<file path="src/rtl/pciwin_pkg.sv">
package pciwin_pkg;
   typedef logic [31:0] word_t;

   // byte offsets of the two register banks
   localparam int MAP_BASE  = 'h000;
   localparam int SEC_BASE  = 'h014;
   localparam int STRIDE    = 4;
   localparam int ACC_BYTES = 4;

   // size mask for a window of the given byte size
   function automatic word_t win_mask(input word_t size);
      return size - 32'd1;
   endfunction
endpackage

</file>
<file path="src/rtl/pciwin_regs.sv">
module pciwin_regs
   import pciwin_pkg::*;
#(
   parameter int NUM_WIN = 3,
   parameter int ADDR_W  = 12
) (
   input  logic                      clk,
   input  logic                      rst,
   input  logic                      wr,
   input  logic                      rd,
   input  logic [ADDR_W-1:0]         addr,
   input  logic [2:0]                size,
   input  word_t                     wdata,
   output word_t                     rdata,
   output logic                      err,
   output logic [NUM_WIN-1:0][31:0]  map_q
);
   localparam int SPAN = 1 << ADDR_W;

   if (NUM_WIN < 1 || NUM_WIN > (SEC_BASE - MAP_BASE) / STRIDE) begin : g_bad_num
      $error("pciwin_regs: NUM_WIN must let the two banks stay apart");
   end
   if (SEC_BASE + NUM_WIN * STRIDE > SPAN) begin : g_bad_span
      $error("pciwin_regs: banks do not fit the control space");
   end

   logic [NUM_WIN-1:0][31:0] sec_q;
   logic [NUM_WIN-1:0]       hit_map;
   logic [NUM_WIN-1:0]       hit_sec;
   logic                     size_ok;
   logic                     hit_any;
   word_t                    rd_mux;

   assign size_ok = (size == 3'(ACC_BYTES));

   always_comb begin
      rd_mux = '0;
      for (int i = 0; i < NUM_WIN; i++) begin
         hit_map[i] = (addr == ADDR_W'(MAP_BASE + i * STRIDE));
         hit_sec[i] = (addr == ADDR_W'(SEC_BASE + i * STRIDE));
         if (hit_map[i]) rd_mux = map_q[i];
         if (hit_sec[i]) rd_mux = sec_q[i];
      end
      hit_any = |{hit_map, hit_sec};
   end

   always_ff @(posedge clk) begin
      if (rst) begin
         map_q <= '0;
         sec_q <= '0;
         rdata <= '0;
         err   <= 1'b0;
      end else begin
         err <= 1'b0;
         if ((wr || rd) && size_ok) begin
            err <= !hit_any;
            if (wr) begin
               for (int i = 0; i < NUM_WIN; i++) begin
                  if (hit_map[i]) map_q[i] <= wdata;
                  if (hit_sec[i]) sec_q[i] <= wdata;
               end
            end
            if (rd) rdata <= hit_any ? rd_mux : '0;
         end else if (rd) begin
            rdata <= '0;
         end
      end
   end

   for (genvar g = 0; g < NUM_WIN; g++) begin : g_map_chk

      map_wr_chk: assert property (@(posedge clk) disable iff (rst)
         (wr && size == 3'(ACC_BYTES) && addr == ADDR_W'(MAP_BASE + g * STRIDE))
         |=> map_q[g] == $past(wdata));
   end


   size_ignore_chk: assert property (@(posedge clk) disable iff (rst)
      ((wr || rd) && size != 3'(ACC_BYTES))
      |=> ($stable(map_q) && $stable(sec_q) && !err));


   err_cause_chk: assert property (@(posedge clk) disable iff (rst)
      err |-> $past((wr || rd) && size == 3'(ACC_BYTES)));
endmodule

</file>
<file path="src/rtl/pciwin_lane.sv">
module pciwin_lane
   import pciwin_pkg::*;
#(
   parameter word_t SIZE_NIB = 32'h1000_0000,
   parameter word_t SIZE_SZD = 32'h0100_0000
) (
   input  logic  clk,
   input  logic  rst,
   input  logic  mode_sized,
   input  word_t map,
   input  word_t off,
   output word_t addr
);
   localparam word_t MASK_NIB = win_mask(SIZE_NIB);
   localparam word_t MASK_SZD = win_mask(SIZE_SZD);

   if (SIZE_NIB == 0 || SIZE_NIB > 32'h1000_0000) begin : g_bad_nib
      $error("pciwin_lane: nibble-mode window must be 1..256 MiB");
   end
   if (SIZE_SZD == 0 || (SIZE_SZD & MASK_SZD) != 0) begin : g_bad_szd
      $error("pciwin_lane: masked-mode window must be a power of two");
   end

   word_t base;
   word_t part;

   always_comb begin
      if (mode_sized) begin
         base = map & ~MASK_SZD;
         part = off & MASK_SZD;
      end else begin
         base = {map[3:0], 28'h0};
         part = off & MASK_NIB;
      end
      addr = base + part;
   end


   nib_top_chk: assert property (@(posedge clk) disable iff (rst)
      !mode_sized |-> addr[31:28] == map[3:0]);


   szd_base_chk: assert property (@(posedge clk) disable iff (rst)
      mode_sized |-> (addr & ~MASK_SZD) == (map & ~MASK_SZD));
endmodule

</file>
<file path="src/rtl/pciwin_xlate.sv">
module pciwin_xlate
   import pciwin_pkg::*;
#(
   parameter int                     NUM_WIN   = 3,
   parameter int                     ADDR_W    = 12,
   parameter int                     SEL_W     = $clog2(NUM_WIN + 1),
   parameter logic [NUM_WIN*32-1:0]  SIZES_NIB = {32'h1000_0000, 32'h1000_0000, 32'h0C00_0000},
   parameter logic [NUM_WIN*32-1:0]  SIZES_SZD = {32'h0800_0000, 32'h0400_0000, 32'h0100_0000}
) (
   input  logic              clk,
   input  logic              rst,
   input  logic              reg_wr,
   input  logic              reg_rd,
   input  logic [ADDR_W-1:0] reg_addr,
   input  logic [2:0]        reg_size,
   input  logic [31:0]       reg_wdata,
   output logic [31:0]       reg_rdata,
   output logic              reg_err,
   input  logic              mode_sized,
   input  logic [SEL_W-1:0]  win_sel,
   input  logic [31:0]       win_off,
   output logic [31:0]       pci_addr
);
   if ((1 << SEL_W) <= NUM_WIN) begin : g_bad_sel
      $error("pciwin_xlate: SEL_W too narrow for NUM_WIN");
   end

   logic [NUM_WIN-1:0][31:0] map_q;
   word_t                    lane_addr [NUM_WIN];

   pciwin_regs #(.NUM_WIN(NUM_WIN), .ADDR_W(ADDR_W)) u_regs (
      .clk   (clk),
      .rst   (rst),
      .wr    (reg_wr),
      .rd    (reg_rd),
      .addr  (reg_addr),
      .size  (reg_size),
      .wdata (reg_wdata),
      .rdata (reg_rdata),
      .err   (reg_err),
      .map_q (map_q)
   );

   for (genvar g = 0; g < NUM_WIN; g++) begin : g_lane
      pciwin_lane #(
         .SIZE_NIB (SIZES_NIB[g*32 +: 32]),
         .SIZE_SZD (SIZES_SZD[g*32 +: 32])
      ) u_lane (
         .clk        (clk),
         .rst        (rst),
         .mode_sized (mode_sized),
         .map        (map_q[g]),
         .off        (win_off),
         .addr       (lane_addr[g])
      );
   end

   always_comb begin
      pci_addr = '0;
      for (int i = 0; i < NUM_WIN; i++) begin
         if (win_sel == SEL_W'(i)) pci_addr = lane_addr[i];
      end
   end


   sel_none_chk: assert property (@(posedge clk) disable iff (rst)
      (int'(win_sel) >= NUM_WIN) |-> pci_addr == '0);
endmodule

</file>
<file path="config.mk">
export PLATFORM = sky130hd
export DESIGN_NAME = pciwin_xlate
export DESIGN_NICKNAME = d
export VERILOG_FILES = /design/src/rtl/pciwin_pkg.sv /design/src/rtl/pciwin_regs.sv /design/src/rtl/pciwin_lane.sv /design/src/rtl/pciwin_xlate.sv
export SDC_FILE = /design/constraint.sdc
export NUM_CORES = 1
export LEC_CHECK = 0
export BUFFER_PORTS_ARGS = -buffer_cell sky130_fd_sc_hd__buf_2
export CAP_MARGIN = 20
export CORE_UTILIZATION = 57
export DETAILED_ROUTE_END_ITERATION = 6
export GPL_TIMING_DRIVEN = 1
export PLACE_DENSITY = 0.83
export SYNTH_ARGS = -nofsm -noshare
export SYNTH_HDL_FRONTEND = slang
export SYNTH_SLANG_ARGS = --single-unit
</file>
<file path="constraint.sdc">
create_clock -name clk -period 1.77 [get_ports clk]
set_input_delay 0 -clock clk [delete_from_list [all_inputs] [get_ports clk]]
set_output_delay 0 -clock clk [all_outputs]
set_load 0.05 [all_outputs]
</file>
# After elaboration in Yosys (flattened, before gate mapping)
# Cells that the tools add are included.
[word_totals] ff_bits=225 latchBits=0 ramBits=0 rom_bits=0 inputBits=86 wordCells=52 memories=0
[op_classes] n_addsub=3 mul=0 div=0 n_lt_le_gt_ge=0 eq_ne=8 shift=0 mux=19 bitwise_logic=1 reduce_logical=13
[ops] cell="$mux W32" n=16
[ops] cell="$add A32 B28 Y32" n=3
[ops] cell="$mux W28" n=3
[ops] cell="$eq A12 B5 Y1 const B" n=3
[ops] cell="$reduce_and A3 Y1" n=6
[ops] cell="$eq A12 B3 Y1 const B" n=1
[ops] cell="$eq A12 B4 Y1 const B" n=1
[ops] cell="$logic_not A12 Y1" n=1
[ops] cell="$reduce_or A6 Y1" n=1
[ops] cell="$eq A3 B3 Y1 const B" n=1
[ops] cell="$eq A2 B1 Y1 const B" n=1
[ops] cell="$eq A2 B2 Y1 const B" n=1
[ops] cell="$logic_not A2 Y1" n=1
[ops] cell="$reduce_or A2 Y1" n=1
[ops] cell="$logic_and A1 B1 Y1" n=1
[ops] cell="$logic_not A1 Y1" n=1
[ops] cell="$logic_or A1 B1 Y1" n=1
[ops] cell="$not A1 Y1" n=1

# Longest topological paths before layout
[depth] word_depth=10 mapped_depth=9 ltp_nobuf=7

# Modules after synthesis
# A second synthesis with hierarchy kept.
[unflattened] cells_unflattened=1543 hier_area_um2=12528.3
[modules_own_cells] mod="pciwin_regs" n_inst=1 cells_per_inst=1349 area_per_inst_um2=10824.1 seq_area_each_um2=4504.3
[modules_own_cells] mod="pciwin_xlate" n_inst=1 cells_per_inst=77 area_per_inst_um2=787.0 seq_area_each_um2=0.0
[modules_own_cells] mod="pciwin_lane (g_lane[1].u_lane)" n_inst=1 cells_per_inst=42 area_per_inst_um2=335.3 seq_area_each_um2=0.0
[modules_own_cells] mod="pciwin_lane (g_lane[0].u_lane)" n_inst=1 cells_per_inst=43 area_per_inst_um2=322.8 seq_area_each_um2=0.0
[modules_own_cells] mod="pciwin_lane (g_lane[2].u_lane)" n_inst=1 cells_per_inst=32 area_per_inst_um2=259.0 seq_area_each_um2=0.0

# Worst setup path before layout
# OpenSTA, ideal clock, no wires.
[synth_timing] path_type="input -> output" start="input port mode_sized" end="output port pci_addr[25]" arrival_ns=1.993 path_slack_ns=-0.223 stages=6 cell_sequence="buf_2 -> buf_1 -> mux2_2 -> ha_1 -> mux2i_1 -> o21ai_0"
[synth_via] elab_chain_len=5
[synth_lines] element="start: declaration" line="pciwin_xlate.sv:19" text="input logic mode_sized,"
[synth_lines] element="$mux W32 or $mux W28 (tied branches)" line="pciwin_lane.sv:28" text="if (mode_sized) begin"
[synth_lines] element="$add A32 B28 Y32 *" line="pciwin_lane.sv:35" text="addr = base + part;"
[synth_lines] element="$mux W32 * (3 in series)" line="pciwin_xlate.sv:61" text="if (win_sel == SEL_W'(i)) pci_addr = lane_addr[i];"
[synth_lines] element="end: declaration" line="pciwin_xlate.sv:22" text="output logic [31:0] pci_addr"
# Mark *: on every way between the ends. The rest lies on a longest branch, timed or not.

# Worst setup path after layout
[layout_timing] start="register u_regs.map_q[29] (netlist name)" end="output port pci_addr[29]"
[layout_via] elab_chain_len=5
[layout_lines] element="start: declaration" line="pciwin_regs.sv:16" text="output logic [NUM_WIN-1:0][31:0] map_q"
[layout_lines] element="start signal: indexed assignment" line="pciwin_regs.sv:59" text="if (hit_map[i]) map_q[i] <= wdata;"
[layout_lines] element="$mux W32" line="pciwin_lane.sv:28"
[layout_lines] element="$add A32 B28 Y32" line="pciwin_lane.sv:35"
[layout_lines] element="$mux W32 (3 in series)" line="pciwin_xlate.sv:61"
# Every way passes these cells.

==> impl_metrics.yaml <==
finish:
  area_growth_syn_to_layout_pct: 24.6
  final_common_cell: "nand2_1"
  nNetsFinal: 1531
  diodes: 0
  final_cell_mix: "nand2_1, dfxtp_1, a21oi_1"
  final_util: 0.730
  drive_above_1_share: 0.179
die:
  dieArea_um2: 17700
  rows: 47
  die_x_um: 133
  io_pins: 151
  die_h_um: 133
  initial_core_util: 0.586
  core_area_um2: 16700
synthesis:
  synth_top_cells_by_area: "dfxtp_1, nand2_1, a21oi_1, mux2i_1, o22ai_1"
  netlist.top_cell.by_area: "dfxtp_1"
  syn-instance-count: 1285
  yosysWarningCount: 0
  ys_ff_latch: 225
  synth.avg_cell_area_um2: 7.62
  yosys.area.top_type_share: 0.460
  synth_edf_count: 0
  ys_seq_area_frac: 0.460
  synthDistinctLibCells: 43
  synthFlopType: "dfxtp_1"
  async_flop_share: 0
  synth_area_um2: 9790
power:
  intPower_uw: 8470
  seq_power_share: 0.456
  clock_power_share: 0.458
  swShare: 0.236
  vdd_drop_max_v: 0.000726
  p_sw_uw: 2620
  powerDensity_nw_per_um2: 910
  power_leakage_uw: 0.00456
  p_comb_frac: 0.085
global_route:
  gr-usage-all-layers: 0.330
  grt_pass1_wl_um: 46900
  grt.overflow.total: 0
  grt_max_degree: 103
  antenna_found_initial: 0
  first_global_vias: 9540
clock_network:
  path_clk_slew_ps: 60
  htree_levels: 1
  insertion_delay_ps: 510
  clockBufferDepth: 3
  cts_tree: "built"
  cts_sinks: 225
  root_buffer: "clkbuf_16"
  cts_buffers: 23
routing:
  vias: 9966
  firstDrtPassIters: 7
  ant_nets: 0
  wl_per_cell_um: 18.2
  first_iter_violations: 1113
  wl_um: 30500
  remaining_drc_errors: 0
  routed.top_layer: "met4"
  wl_met1_um: 11600
  via_per_inst: 5.95
  wl_met3_um: 3010
  wl_met2_um: 14700
critical_path:
  startpoint_type: "flip-flop"
  path_cells: "mux4_2, inv_1, o22ai_1, buf_2"
  crit_buf_inv: 2
  cp.arrival_ps: 1840
  crit_family: "flip-flops"
  cp.required_ps: 1770
  critPathCaptureType: "primary output"
  cpPeakStageDelay_ps: 430
  worstSetupPathType: "reg2out"
  worstPathMaxFanout: 4
  slowest_stage: "dfxtp_1"
status:
  status: "complete, but fails checks"
  violations: "setup timing"
place:
  port_buffers: 146
  hpwl_um: 18100
  gp_congestion: 0.826
sta:
  hold_ws_ps: 84.7
  setup_slack_ps: -74.3
  clock.fmax_ghz: 0.542
  setup_viol_count_final: 3
  rsz0062_at_grt: "true"
  finalMaxSlewViolations: 0
  relSlewSlack: 0.642
  min_period_ps: 1840
  fin_crit_sh: 1.04
  worst_pin_slew_ps: 534
  hold_viol: 0
  fin_skew_ps: 8.52
  fin_setup_tns_ps: -111
worst_hold_path:
  hp-class: "in2reg"
job:
  cap_violations: 0
[final timing paths]
path	start	endpoint	slack, ps	depth (start not counted)
worst max register to register	u_regs.map_q[62]	u_regs.rdata[30]	420	5
worst min register to register	u_regs.rdata[6]	u_regs.rdata[6]	450	2
worst min-delay path	reg_size[1]	u_regs.rdata[0]	80	5
worst max-delay path	u_regs.map_q[29]	pci_addr[29]	-70	4
[power by group through the flow]
| stage | clock network, uW | logic, uW | registers (uW) |
|---|---|---|---|
| after floorplan | 0 | 497 | 5180 |
| after global placement | 0 | 823 | 5180 |
| after detailed placement | 0 | 829 | 5180 |
| after CTS | 5090 | 899 | 5060 |
| after global routing | 5320 | 987 | 5060 |
| final | 5080 | 947 | 5060 |
[synth_stat cells, drive strengths merged (3+ instances only)]
library cell and number:
buf 44, xnor2 3, inv 3, nor2b 3, mux2i 68, nand4 3
nor3 32, a21oi 196, dfxtp 225, clkbuf 61, and2 25, and3 4
nor2 40, nand3 10, o21ai 43, o22ai 60, nand2 431, mux2 5
[worst register-to-register path: stages, from the launching register on]
cell and delay, ps:
dfxtp_1 400, mux2i_1 110, o21a_1 200, a31oi_1 310, nand4_1 130, a21oi_1 130
[flip-flops by register name, indices dropped and copies added, names as in the netlist]
signal / count
u_regs.map_q: 96
u_regs.sec_q: 96
u_regs.err: 1
u_regs.rdata: 32
[repair_timing]
action                     in CTS  in global routing
pin swaps                       1                  2
cloned                          0                  1
hold buffers                   38                  0
resized for setup               6                 18
hold endpoints to repair      196                  0
buffers inserted                1                  1
setup endpoints to repair       2                  9
[stage by stage]
stage          power (uW)  instances  instance area (um2)  worst slack [ps]
2_1_floorplan        5680       1286                 9790              15.3
3_3_place_gp         6000       1598                10900               154
3_5_place_dp         6010       1598                10900              17.8
4_1_cts             11100       1675                12100              3.25
5_1_grt             11400       1676                12200              -138
6_report            11100       1676                12200             -74.3
[kinds of logic after synthesis]
logic type / synth area share
mux: 0.0799
flops: 0.460
buf+inv: 0.0462
compound gates: 0.169
simple gates: 0.237
other cells: 0.000383
fa+ha+maj: 0.00256
xor+xnor: 0.00448
[layout make-up]
cell class                      instances  area, um2
Clock buffer                           30        672
Clock inverter                          8        120
Fill cell                            1208       4510
Inverter                                3       11.3
Multi-Input combinational cell        953       4910
Sequential cell                       225       4510
Tap cell                              220        275
Timing Repair Buffer                  237       1690
[per-layer routing]
| layer | up-vias | GRT usage |
|---|---|---|
| met1 | 4613 | 0.401 |
| met3 | 109 | 0.0529 |
| met4 | 0 | 0.166 |
| li1 | 4628 | - |
| met5 | - | 0 |
| met2 | 616 | 0.563 |
Note: power is estimated with default switching activity, not from simulation.
